## src/rtl/wavetimer.sv

```systemverilog
module wavetimer #(
  parameter int CW   = 16,
  parameter int NSRC = 5,
  parameter int SELW = 3,
  parameter int WW   = (CW > 16) ? CW : 16
) (
  input  logic            clk,
  input  logic            rst_n,
  input  logic [NSRC-1:0] tick_in,
  input  logic            wr_en,
  input  logic [2:0]      wr_addr,
  input  logic [WW-1:0]   wr_data,
  output logic            out_a,
  output logic            out_b,
  output logic [CW-1:0]   count,
  output logic            clk_running
);
  localparam logic [2:0] A_MODE = 3'd0, A_CMPA = 3'd1, A_CMPB = 3'd2,
                         A_PER = 3'd3, A_CMD = 3'd4;

  logic [15:0]   mode_q;
  logic [CW-1:0] cmpa_q, cmpb_q, per_q, cnt_q;
  logic          run_q, a_q, b_q;
  logic          src, na, nb;

  wire wr_cmd = wr_en && (wr_addr == A_CMD);
  wire swtrg  = wr_cmd && wr_data[2];

  always_comb begin
    src = 1'b0;
    for (int i = 0; i < NSRC; i++)
      if (mode_q[SELW-1:0] == SELW'(i)) src = tick_in[i];
  end

  wire tick  = run_q && mode_q[3] && src;
  wire hit_p = tick && (cnt_q == per_q);
  wire hit_a = tick && (cnt_q == cmpa_q);
  wire hit_b = tick && (cnt_q == cmpb_q);

  function automatic logic apply(input logic cur, input logic [1:0] op);
    case (op)
      2'b01:   return 1'b1;
      2'b10:   return 1'b0;
      2'b11:   return ~cur;
      default: return cur;
    endcase
  endfunction

  always_comb begin
    if (swtrg)      na = apply(a_q, mode_q[9:8]);
    else if (hit_p) na = apply(a_q, mode_q[7:6]);
    else if (hit_a) na = apply(a_q, mode_q[5:4]);
    else            na = a_q;
    if (swtrg)      nb = apply(b_q, mode_q[15:14]);
    else if (hit_p) nb = apply(b_q, mode_q[13:12]);
    else if (hit_b) nb = apply(b_q, mode_q[11:10]);
    else            nb = b_q;
  end

  always_ff @(posedge clk) begin
    if (!rst_n) begin
      mode_q <= '0;
      cmpa_q <= '0;
      cmpb_q <= '0;
      per_q  <= '0;
      cnt_q  <= '0;
      run_q  <= 1'b0;
      a_q    <= 1'b0;
      b_q    <= 1'b0;
    end else begin
      if (wr_en) begin
        case (wr_addr)
          A_MODE: mode_q <= wr_data[15:0];
          A_CMPA: cmpa_q <= wr_data[CW-1:0];
          A_CMPB: cmpb_q <= wr_data[CW-1:0];
          A_PER:  per_q  <= wr_data[CW-1:0];
          default: ;
        endcase
      end
      if (wr_cmd) begin
        if (wr_data[1])      run_q <= 1'b0;
        else if (wr_data[0]) run_q <= 1'b1;
      end
      if (swtrg)      cnt_q <= '0;
      else if (hit_p) cnt_q <= '0;
      else if (tick)  cnt_q <= cnt_q + 1'b1;
      a_q <= na;
      b_q <= nb;
    end
  end

  assign out_a       = a_q;
  assign out_b       = b_q;
  assign count       = cnt_q;
  assign clk_running = run_q;
endmodule


```

## config.mk

```make
export PLATFORM = sky130hd
export DESIGN_NAME = wavetimer
export DESIGN_NICKNAME = d
export VERILOG_FILES = /design/src/rtl/wavetimer.sv
export SDC_FILE = /design/constraint.sdc
export NUM_CORES = 1
export LEC_CHECK = 0
export ABC_AREA = 1
export CAP_MARGIN = 15
export CORE_ASPECT_RATIO = 0.75
export CORE_MARGIN = 4
export CORE_UTILIZATION = 49
export DETAILED_ROUTE_END_ITERATION = 10
export PLACE_DENSITY = 0.71
export SYNTH_ARGS = -nofsm -noshare
export SYNTH_HDL_FRONTEND = slang
export SYNTH_SLANG_ARGS = --single-unit
```

## constraint.sdc

```tcl
create_clock -name clk -period 1.7 [get_ports clk]
set_input_delay 0.34 -clock clk [delete_from_list [all_inputs] [get_ports clk]]
set_output_delay 0.34 -clock clk [all_outputs]
set_load 0.02 [all_outputs]
```

==> summary.txt, run 1 <==
commonest non-fill, non-tap cell in the layout -> nand2_1
commonest non-fill, non-tap cells in the layout -> 148 x nand2_1, 110 x nor2_1, 71 x o21ai_0
GP Congestion -> 0.867
DRT Pass-1 Iters -> 5
Post-CTS Setup Inserts -> 0
Worst Hold Depth -> 2
top-level I/O count -> 46
Hold Path Class -> reg -> reg
diodes inserted -> 0
worst hold path endpoint -> per_q[14]
Final setup viols -> 0
worst path buffer plus inverter count -> 1
DIE AREA -> 10,300 µm²
Setup Skew -> 0.00676 ns
share of layout cells above drive strength 1 -> 18.3%
CP peak stage delay -> 0.62 ns
I/O Buffers -> 45
CP Cell Sequence -> clkdlybuf4s50_1
Total GRT Usage -> 25.2%
height of the die -> 88.7 µm
worst skew pair latency -> 0.34 ns
worst setup margin -> 0.0357 ns
placement row count -> 29
worst slew pin tran -> 0.343 ns
Max Slew Vio Count -> 0
worst path required time -> 1.36 ns
vias -> 4,474
pre-CTS setup slack -> -0.349 ns
DRT antenna net count -> 0
area share of the largest cell type after synthesis -> 39.0%
Mapped Nets -> 684
Detailed Place HPWL -> 9170 µm
largest fanout on the critical path -> 3
critical setup path kind -> reg -> out
final net count -> 775
WL final -> 12,300 µm
utilization after layout -> 67.4%
Netlist cell types -> 31
Iter 0 DRT Violations -> 358
drt via density -> 5.23
initial antenna violation count -> 0
multi-input logic area -> 2280 µm²
slowest cell on the critical path -> clkdlybuf4s50_1
WL per Instance -> 14.3 µm
Hold Path Origin -> per_q[14]
Avg Cell Area, Syn -> 6.53 µm²
clock period minus worst slack -> 1.66 ns
RSZ-0062 raised after global routing -> yes
number of buffers created by CTS -> 9
vias in the first global route -> 4,268
Max-Cap Viols -> 0
Fill cells -> 724
reg2reg setup slack -> 0.05 ns
H-tree Lvls -> 3
R2R Path End -> count[11]
clk slew on worst S/H paths -> 0.06 ns
Static Leak -> 2.61 nW
clk sinks -> 83
total negative slack -> 0 ns
Setup crit start kind -> flop
register area share after synthesis -> 39.0%
Tcrit/Tclk final -> 97.9%
Hold Violations, Final -> 0
Hold WS -> 0.470 ns
cell taking the most area after synthesis -> dfxtp_1
Reg2Reg Depth -> 14
first-pass GRT wire length -> 20,300 µm
initial core utilization -> 50.3%
largest net degree at the start of global routing -> 43
die width -> 116 µm
peak supply drop -> 0.837 mV
FMAX -> 601 MHz
FF/Latch Area -> 1690 µm²
Clock Root Buffer -> clkbuf_16
CTS tree -> built
status -> completed
Netlist Area Pre-Place -> 4260 µm²
worst rel slew slack -> 77.1%
Power Density -> 834 nW/µm²
Longest Clk Path Bufs -> 2
GRT overflow -> 0
core area -> 8450 µm²
synthesized netlist cell count -> 652
Critical Path AT -> 1.32 ns
yosys warns -> 0
ranking of synthesized cells by area -> dfxtp_1 39%, nand2_1 14%, nor2_1 10%
crit-path leading delay family -> buffers and inverters
DRC -> 0
Synth-to-Final Area Change -> 33.8%
#FFs+latches synth -> 83
r2r startpoint -> count[1]
critical path endpoint category -> output pin
==> what timing repair did <==
action | 4_1_cts | 5_1_grt
pin swaps | 0 | 12
endpoints found under the setup margin | 20 | 19
resized for setup | 18 | 51
hold buffers | 0 | 0
==> kinds of logic (layout without fill, tap and decap cells) <==
logic type                 after synthesis  in the layout  share of synthesized area [%]
adders and majority gates                5              5                           1.47
xor gates and xnor gates                24             24                           4.94
AOI/OAI and AO/OA                      121            121                           14.3
buffers and inverters                  102            198                           9.70
and+or+nand+nor                        317            317                           30.5
DFF                                     83             83                           39.0
==> synth_stat cells (all sizes together) <==
cell type / count
clkbuf: 15
xnor2: 12
buf: 11
ha: 5
clkinv: 1
nor4: 2
dfxtp: 83
nand4: 9
nor2: 118
nand3: 23
nand3b: 1
inv: 75
nor3b: 1
o21ai: 76
a21oi: 44
xor2: 12
nor3: 6
nand2: 156
a41oi: 1
or2: 1
==> registers in the layout (all words and copies together) (netlist names) <==
name and cells:
cmpa_q 16, cmpb_q 16, count 16, mode_q 16, per_q 16, clk_running 1
out_a 1, out_b 1
==> stage by stage <==
step                instance area, µm²  power, mW  instances
floorplan                         4260       2.31        652
global placement                  5220       2.50        840
detailed placement                5220       2.51        840
CTS                               5550       4.75        856
global route                      5690       4.93        856
finish                            5690       4.75        856
==> metal layers <==
| metal | routed length, µm | vias up | global-route usage [%] |
|---|---|---|---|
| met5 | 0 | - | 0 |
| met4 | 191 | 0 | 7.38 |
| li1 | - | 2237 | - |
| met3 | 856 | 19 | 6.22 |
| met1 | 5440 | 2077 | 32.7 |
| met2 | 5800 | 141 | 42.1 |
==> tightest hold or removal path, stage by stage (launching register included) <==
cell and delay, ns:
dfxtp_1 0.31, inv_1 0.06, a21oi_1 0.06
==> final cells by class <==
class                      instances  share of cell area, %
clock buffer                      12                   4.33
clock inverter                     4                   1.71
timing repair buffer             106                   16.8
multi-input combinational        467                   40.0
inverter                          76                   5.10
sequential                        83                   29.7
tap                              108                   2.37
==> power breakdown <==
part | switching [mW] | leakage [nW] | internal (mW)
Clock | 0.784 | 0.163 | 1.48
Sequential | 0.0345 | 0.682 | 1.99
Combinational | 0.264 | 1.76 | 0.199
Total | 1.08 | 2.61 | 3.67
==> worst max path at each step <==
stage / from / to / slack, ns / cells after the start
detailed placement: tick_in[0] / count[14] / -0.35 / 12
finish: out_b / out_b / 0.04 / 1
CTS: tick_in[0] / count[4] / 0.002 / 11
global route: count[1] / count[11] / -0.04 / 14
floorplan: count[0] / count[14] / 0.06 / 8
global placement: tick_in[3] / count[14] / -0.24 / 12
Power figures use the tool's default switching activity.
==> run 2: changes to the inputs <==
--- a/config.mk
+++ b/config.mk
@@ -6,12 +6,13 @@
 export NUM_CORES = 1
 export LEC_CHECK = 0
 export ABC_AREA = 1
-export CAP_MARGIN = 15
+export CAP_MARGIN = 5
 export CORE_ASPECT_RATIO = 0.75
 export CORE_MARGIN = 4
 export CORE_UTILIZATION = 49
 export DETAILED_ROUTE_END_ITERATION = 10
 export PLACE_DENSITY = 0.71
+export SLEW_MARGIN = 30
 export SYNTH_ARGS = -nofsm -noshare
 export SYNTH_HDL_FRONTEND = slang
 export SYNTH_SLANG_ARGS = --single-unit
==> results of run 2 <==
Same layout as run 1: the final DEF is identical, and so are final timing and power.
